[src/rtl/rrd_pkg.sv]
package rrd_pkg;

  // Direction of a single-bit enable-register write.
  typedef enum logic {
    MOP_CLR = 1'b0,
    MOP_SET = 1'b1
  } mask_op_e;

  // True when idx lies in the inclusive window [lo, hi].
  function automatic logic in_window(input int unsigned idx,
                                     input int unsigned lo,
                                     input int unsigned hi);
    return (idx >= lo) && (idx <= hi);
  endfunction

endpackage

[src/rtl/rrd_mask_reg.sv]
module rrd_mask_reg #(
  parameter int NSRC    = 32,
  parameter int IDXW    = 5,
  parameter int CASC_EN = 1,
  parameter int CASC_LO = 8,
  parameter int CASC_HI = 11
) (
  input  logic            clk,
  input  logic            rst,
  input  logic            wr_en,
  input  logic            wr_set,
  input  logic            wr_ext,
  input  logic [IDXW-1:0] wr_idx,
  output logic [NSRC-1:0] mask_q
);
  import rrd_pkg::*;

  localparam int unsigned EXT_N = CASC_HI - CASC_LO + 1;

  int unsigned     tgt;
  logic            tgt_ok;
  logic [NSRC-1:0] sel;
  mask_op_e        op;

  // Translate the request into an internal bit number and a legality flag.
  always_comb begin
    if (wr_ext) begin
      tgt    = CASC_LO + 32'(wr_idx);
      tgt_ok = (CASC_EN != 0) && (32'(wr_idx) < EXT_N);
    end else begin
      tgt    = 32'(wr_idx);
      tgt_ok = (32'(wr_idx) < NSRC);
    end
    op = mask_op_e'(wr_set);
  end

  // One-hot select for the addressed bit.
  for (genvar b = 0; b < NSRC; b++) begin : g_sel
    assign sel[b] = wr_en && tgt_ok && (tgt == 32'(b));
  end

  always_ff @(posedge clk) begin
    if (rst) begin
      mask_q <= '0;
    end else if (|sel) begin
      if (op == MOP_SET) mask_q <= mask_q | sel;
      else               mask_q <= mask_q & ~sel;
    end
  end

endmodule

[src/rtl/rrd_rot_pick.sv]
module rrd_rot_pick #(
  parameter int NSRC = 32,
  parameter int IDXW = 5
) (
  input  logic [NSRC-1:0] pend_i,
  input  logic [IDXW-1:0] ptr_i,
  output logic            any_o,
  output logic [IDXW-1:0] idx_o
);

  logic [NSRC-1:0] rot;
  logic [IDXW-1:0] off;

  // rot[g] holds the source g places above the pointer (wrapping).
  for (genvar g = 0; g < NSRC; g++) begin : g_rot
    logic [IDXW-1:0] pos;
    assign pos    = ptr_i + IDXW'(g);
    assign rot[g] = pend_i[pos];
  end

  // Lowest set bit of the rotated vector is the nearest source at or above the pointer.
  always_comb begin
    off = '0;
    for (int k = NSRC - 1; k >= 0; k--) begin
      if (rot[k]) off = IDXW'(k);
    end
  end

  assign any_o = |pend_i;
  assign idx_o = ptr_i + off;

endmodule

[src/rtl/rrd_remap.sv]
module rrd_remap #(
  parameter int NSRC    = 32,
  parameter int IDXW    = 5,
  parameter int CASC_EN = 1,
  parameter int CASC_LO = 8,
  parameter int CASC_HI = 11
) (
  input  logic [IDXW-1:0] idx_i,
  output logic [IDXW-1:0] num_o,
  output logic            ext_o
);
  import rrd_pkg::*;

  if (CASC_EN != 0 && CASC_HI < NSRC) begin : g_casc
    logic win;
    always_comb begin
      win   = in_window(32'(idx_i), CASC_LO, CASC_HI);
      ext_o = win;
      num_o = win ? IDXW'(32'(idx_i) - CASC_LO) : idx_i;
    end
  end else begin : g_flat
    assign ext_o = 1'b0;
    assign num_o = idx_i;
  end

endmodule

[src/rtl/rr_irq_dispatch.sv]
module rr_irq_dispatch #(
  parameter int NSRC    = 32,
  parameter int CASC_EN = 1,
  parameter int CASC_LO = 8,
  parameter int CASC_HI = 11,
  localparam int IDXW   = $clog2(NSRC)
) (
  input  logic            clk,
  input  logic            rst,
  input  logic [NSRC-1:0] status_i,
  input  logic            mask_wr_en,
  input  logic            mask_wr_set,
  input  logic            mask_wr_ext,
  input  logic [IDXW-1:0] mask_wr_idx,
  output logic [NSRC-1:0] mask_rd_o,
  input  logic            disp_req_i,
  output logic            disp_ack_o,
  output logic            disp_hit_o,
  output logic [IDXW-1:0] disp_num_o,
  output logic            disp_ext_o,
  output logic            irq_o
);

  logic [NSRC-1:0] mask_q;
  logic [NSRC-1:0] pend;
  logic [IDXW-1:0] ptr_q;
  logic            any;
  logic [IDXW-1:0] pick_idx;
  logic [IDXW-1:0] map_num;
  logic            map_ext;

  rrd_mask_reg #(
    .NSRC(NSRC), .IDXW(IDXW), .CASC_EN(CASC_EN),
    .CASC_LO(CASC_LO), .CASC_HI(CASC_HI)
  ) u_mask (
    .clk   (clk),
    .rst   (rst),
    .wr_en (mask_wr_en),
    .wr_set(mask_wr_set),
    .wr_ext(mask_wr_ext),
    .wr_idx(mask_wr_idx),
    .mask_q(mask_q)
  );

  assign pend = status_i & mask_q;

  rrd_rot_pick #(.NSRC(NSRC), .IDXW(IDXW)) u_pick (
    .pend_i(pend),
    .ptr_i (ptr_q),
    .any_o (any),
    .idx_o (pick_idx)
  );

  rrd_remap #(
    .NSRC(NSRC), .IDXW(IDXW), .CASC_EN(CASC_EN),
    .CASC_LO(CASC_LO), .CASC_HI(CASC_HI)
  ) u_remap (
    .idx_i(pick_idx),
    .num_o(map_num),
    .ext_o(map_ext)
  );

  always_ff @(posedge clk) begin
    if (rst) begin
      ptr_q      <= '0;
      disp_ack_o <= 1'b0;
      disp_hit_o <= 1'b0;
      disp_num_o <= '0;
      disp_ext_o <= 1'b0;
      irq_o      <= 1'b0;
    end else begin
      irq_o      <= any;
      disp_ack_o <= disp_req_i;
      if (disp_req_i) begin
        disp_hit_o <= any;
        disp_num_o <= any ? map_num : '0;
        disp_ext_o <= any & map_ext;
        if (any) ptr_q <= pick_idx + IDXW'(1);
      end
    end
  end

  assign mask_rd_o = mask_q;

endmodule

[config.mk]
export PLATFORM = sky130hd
export DESIGN_NAME = rr_irq_dispatch
export DESIGN_NICKNAME = d
export VERILOG_FILES = /design/src/rtl/rrd_pkg.sv /design/src/rtl/rrd_mask_reg.sv /design/src/rtl/rrd_rot_pick.sv /design/src/rtl/rrd_remap.sv /design/src/rtl/rr_irq_dispatch.sv
export SDC_FILE = /design/constraint.sdc
export NUM_CORES = 1
export LEC_CHECK = 0
export CORE_ASPECT_RATIO = 0.75
export CORE_MARGIN = 2
export CORE_UTILIZATION = 40
export CTS_CLUSTER_DIAMETER = 40
export DETAILED_ROUTE_END_ITERATION = 6
export SLEW_MARGIN = 5
export SYNTH_ARGS = -nofsm -noshare
export SYNTH_HDL_FRONTEND = slang
export SYNTH_SLANG_ARGS = --single-unit
[constraint.sdc]
create_clock -name clk -period 8.6 [get_ports clk]
set_clock_uncertainty 0.2 [all_clocks]
set_input_delay 2.15 -clock clk [delete_from_list [all_inputs] [get_ports clk]]
set_output_delay 2.15 -clock clk [all_outputs]
set_load 0.1 [all_outputs]
Word level (Yosys, flattened, before mapping)
Index checks and enable logic that the tools add are counted.
W data, S select, Z words.
{"block": "totals", "register_bits": 46, "elab_cells": 252}
{"block": "classes", "bitwise_logic": 5, "addsub": 35, "mux": 101, "reduce_logical": 38, "n_eq_ne": 31, "order_cmp": 35}
{"op": "$eq A32 B5 Y1 const B", "n": 16}
{"op": "$eq A32 B4 Y1 const B", "n": 8}
{"op": "$lt A5 B6 Y1 const B", "n": 32}
{"op": "$mux W5", "n": 34}
{"op": "$bmux W1 S5", "n": 32}
{"op": "$eq A32 B3 Y1 const B", "n": 4}
{"op": "$add A5 B5 Y5 const B", "n": 16}
{"op": "$and A32 B32 Y32", "n": 2}
{"op": "$eq A32 B2 Y1 const B", "n": 2}
{"op": "$mux W32", "n": 2}
{"op": "$reduce_or A32 Y1", "n": 2}
{"op": "$add A5 B4 Y5 const B", "n": 8}
{"op": "$logic_and A1 B1 Y1", "n": 34}
{"op": "$mux W1", "n": 33}
{"op": "$eq A32 B1 Y1 const B", "n": 1}
{"op": "$logic_not A32 Y1", "n": 1}
{"op": "$not A32 Y32", "n": 1}
{"op": "$or A32 B32 Y32", "n": 1}
{"op": "$add A5 B3 Y5 const B", "n": 4}
{"op": "$add A5 B1 Y5 const B", "n": 2}
{"op": "$add A5 B2 Y5 const B", "n": 2}
{"op": "$add A4 B5 Y6 const A", "n": 1}
{"op": "$add A5 B5 Y5", "n": 1}
{"op": "$ge A5 B4 Y1 const B", "n": 1}
{"op": "other kinds (5)", "n": 5}

Depth between registers and ports, before layout
{"block": "depth", "depth_word": 40, "depth_mapped": 27, "depth_no_buf": 24}

By module
From an unflattened synthesis, not the netlist that was laid out.
{"block": "unflattened", "hier_cells": 576, "area_unflattened_um2": 5801.8}
{"mod": "rrd_rot_pick", "n_inst": 1, "cells_each": 299, "area_each_um2": 3260.6}
{"mod": "rrd_mask_reg", "n_inst": 1, "cells_each": 180, "area_each_um2": 1691.6}
{"mod": "rr_irq_dispatch", "n_inst": 1, "cells_each": 83, "area_each_um2": 738.2}
{"mod": "rrd_remap", "n_inst": 1, "cells_each": 14, "area_each_um2": 111.4}

Worst setup path after synthesis
OpenSTA, ideal clock, no wires.
{"block": "synth_timing", "path_kind": "input -> register", "start": "in status_i[19]", "end": "reg disp_num_o[3]", "t_required_ps": 8278, "arrival_time_ps": 6460, "path_buffers": 0, "slack_ps": 1818, "path_stages": 21, "setup_ps": 122, "cell_sequence": "nand2_1 o21ai_0 mux4_1 mux4_1 o21bai_1 a21oi_1 o21ba_2 o21ai_0 a311oi_1 nor2_1 ha_1 fa_1 a21o_1 a21oi_1 xnor2_1 xnor2_2 ha_1 a21oi_1 and4_1 a211oi_1 nand2_1"}
{"block": "synth_between", "elab_chain_len": 40, "word_cells_on_any_way": 105, "cone_classes": "2 x add/sub; 2 x order compare; 98 x mux; 1 x bitwise; 2 x reduce/logical"}
{"item": "start: declaration", "line_no": "rr_irq_dispatch.sv:10", "text": "input logic [NSRC-1:0] status_i,"}
{"item": "$and A32 B32 Y32 *", "line_no": "rr_irq_dispatch.sv:45", "text": "assign pend = status_i & mask_q;"}
{"item": "$bmux W1 S5", "line_no": "rrd_rot_pick.sv:18", "text": "assign rot[g] = pend_i[pos];"}
{"item": "$mux W1 (not written as such)", "line_no": "rrd_rot_pick.sv:18"}
{"item": "$mux W5 (32 in a row)", "line_no": "rrd_rot_pick.sv:25", "text": "if (rot[k]) off = IDXW'(k);"}
{"item": "$add A5 B5 Y5", "line_no": "rrd_rot_pick.sv:30", "text": "assign idx_o = ptr_i + off;"}
{"item": "$ge A5 B4 Y1 or $le A5 B4 Y1 (tied branches)", "line_no": "rrd_pkg.sv:13", "text": "return (idx >= lo) && (idx <= hi);"}
{"item": "$logic_and A1 B1 Y1", "line_no": "rrd_pkg.sv:13"}
{"item": "$mux W5", "line_no": "rrd_remap.sv:19", "text": "num_o = win ? IDXW'(32'(idx_i) - CASC_LO) : idx_i;"}
{"item": "$mux W5 *", "line_no": "rr_irq_dispatch.sv:76", "text": "disp_num_o <= any ? map_num : '0;"}
{"item": "end signal: assignment", "line_no": "rr_irq_dispatch.sv:76"}
{"item": "end: declaration", "line_no": "rr_irq_dispatch.sv:19", "text": "output logic [IDXW-1:0] disp_num_o,"}
Every way passes the cells marked *; elsewhere a longest branch is shown, timed or not. The select of a mux whose other input is x is not followed.
A chain may end at the register's enable or synchronous reset.

Final worst setup path
{"block": "layout_timing", "start": "in status_i[27]", "end": "reg disp_num_o[4]"}
The elaborated chain is that of the path after synthesis.

==> impl_metrics.toml <==
[clock_network]
cts_htree_levels = 2
path_clk_slew_ps = 60
cts-root-buf = "clkbuf_16"
cts_tree = "built"
numClockSinks = 46
hold_buffers = 0
clock_latency_ps = 300
cts_buffer_depth = 2
postCtsResizedCells = 0
post-cts-setup-buffers = 0
cts_buffers = 5

[global_route]
grt_max_degree = 68
grt_pass1_vias = 5812
grt_pass1_wl_um = 33500
gr-total-overflow = 0
grt_usage_pct = 25.84
antenna_found_initial = 0

[run]
cap_violations = 0

[detailed_routing]
routed_wl_um = 21520
ant_nets = 0
drtPass1Iterations = 5
viasPerCell = 6.439
drcViolationCount = 0
vias = 6291
avgRoutedWirePerCell_um = 22.02
drt_iter0_drc = 704

[critical_path]
cp-start-kind = "input pin"
r2r-start = "ptr_q[0]"
crit_start = "status_i[27]"
cp-end-kind = "flop"
critPathArrivalTime_ps = 7660
critPathMaxFanout = 7
required_ps = 8610
crit_type = "in2reg"

[floorplan]
die_area_um2 = 17100
initial_core_util_pct = 40.50
die_x_um = 150.3
pin_count = 84
rows = 40
fp.coreArea_um2 = 15870
die_y_um = 113.8

[yosys]
synthMostInstantiatedCell = "nand2_1"
yosys-top-cells-count = "nand2_1 (97), mux4_2 (85), nand3_1 (62), a21oi_1 (54), nor2_1 (53)"
ys_warn_count = 0
ys_ff_latch = 46
seq_area_frac_synth_pct = 14.33
ys_types = 55
synth_top_area_cell = "mux4_2"
synth_edf_count = 0
syn-cell-area_um2 = 6425
synthTopCellsByArea = "mux4_2 (30%), dfxtp_1 (14%), nand2_1 (5.7%), nand3_1 (4.8%), ha_1 (4.5%)"
avgSynthCellArea_um2 = 9.049
synthCells = 710
synth_top_area_share_pct = 29.80
synth_flop_cell = "dfxtp_1"
ys_async_sr_fraction_pct = 0
synth_nets = 777

[sta]
fin_crit_sh_pct = 88.96
worst_pin_slew_ps = 1146
setup_viol = 0
rsz0062_at_grt = "no"
layout_setup_ws_ps = 949.6
finalSetupTns_ps = 0
hold_viol = 0
relSlewSlack_pct = 23.04
max_freq_mhz = 130.7
drv_slew = 0
min_period_ps = 7650

[run_status]
outcome = "finished, final reports clean"

[cells_and_area]
syn2layout_area_growth_pct = 16.75
drive_gt1_share_pct = 16.17
final_nets = 833
fillCellCount = 1494
n_antenna_cell = 0

[pwr]
powerDensity_nw_per_um2 = 80.43
vdd_drop_max_mv = 0.1268
p_leak_nw = 2.510

[placement]
post-dp-hpwl_um = 17220
pre_cts_ws_ps = 709.5
port_buffers = 83
gp_congestion = 0.9392

[hold_path]
min_from = "disp_num_o[0]"
hold_path.class = "reg2reg"
[power by group]
part	switching [W]	internal [W]	leakage, nW	total [W]
sequential	0.00000398	0.000215	0.372	0.000219
clock	0.0000871	0.000116	0.0739	0.000203
combinational	0.000108	0.0000733	2.06	0.000181
[layout by cell type, fill, tap and decap left out, drive strengths merged, types with 19 or more instances in the layout]
cell and count:
nand2 97, mux4 91, clkdlybuf4s50 83, nand3 62, a21oi 54, nor2 53
o21ai 52, dfxtp 46, xnor2 28, ha 23, mux2i 22, o21a 19
[logic make-up after synthesis]
group,share of synthesized area [%]
adder cells (fa/ha/maj),4.791
AND/OR/NAND/NOR,19.08
XOR/XNOR,5.472
multiplexers,36.90
buffers and inverters,4.420
AO/OA/AOI/OAI,15.00
flip-flops,14.33
[area by class of cell]
cell class                 count  area (um2)  area share [%]
multi-input combinational    607        5220           69.59
sequential                    46       923.4           12.31
timing repair buffer          91       890.9           11.88
tap                          210       262.8           3.503
clock buffer                   7       142.6           1.902
inverter                      15       56.30          0.7506
clock inverter                 1       5.005         0.06672
[through the flow]
step / hold slack (ps) / utilization (%) / instances / area, um2 / power (W)
floorplan: 583.2 / - / 710 / 6425 / 0.0003491
global placement: 257.7 / 46.35 / 969 / 7353 / 0.0004002
detailed placement: 250.4 / 46.35 / 969 / 7353 / 0.0004030
CTS: 266.9 / 47.28 / 977 / 7501 / 0.0006044
global route: 298.4 / 47.28 / 977 / 7501 / 0.0006284
finish: 267.5 / 47.28 / 977 / 7501 / 0.0006033
[worst paths after layout]
| kind | end | slack [ps] | cells after the start |
|---|---|---|---|
| max | disp_num_o[4] | 950 | 20 |
| min | disp_num_o[0] | 270 | 2 |
| max reg2reg | disp_num_o[4] | 1510 | 20 |
| min reg2reg | disp_num_o[0] | 270 | 2 |
[per-layer routing]
metal  share of wire [%]  vias up  track usage (%)
li1                    -     2820                -
met3                  10       29            5.520
met5                   0        -                0
met2                  43      374            37.52
met4                 1.9        0            6.352
met1                  45     3068            39.16
[worst max-delay path, cell delays in order]
cell	delay, ps
clkdlybuf4s50_1	400
nand2_1	220
o21ai_0	260
mux4_2	570
mux4_2	540
nor4_2	420
inv_1	70
o21ai_0	220
nand3_1	120
a31o_2	270
a31oi_1	300
ha_1	330
a21o_1	190
a21oi_1	260
xnor2_1	280
xnor2_2	180
ha_1	230
a21oi_1	280
a21oi_1	120
a211oi_1	250
Note: power is estimated with default switching activity, not from simulation.
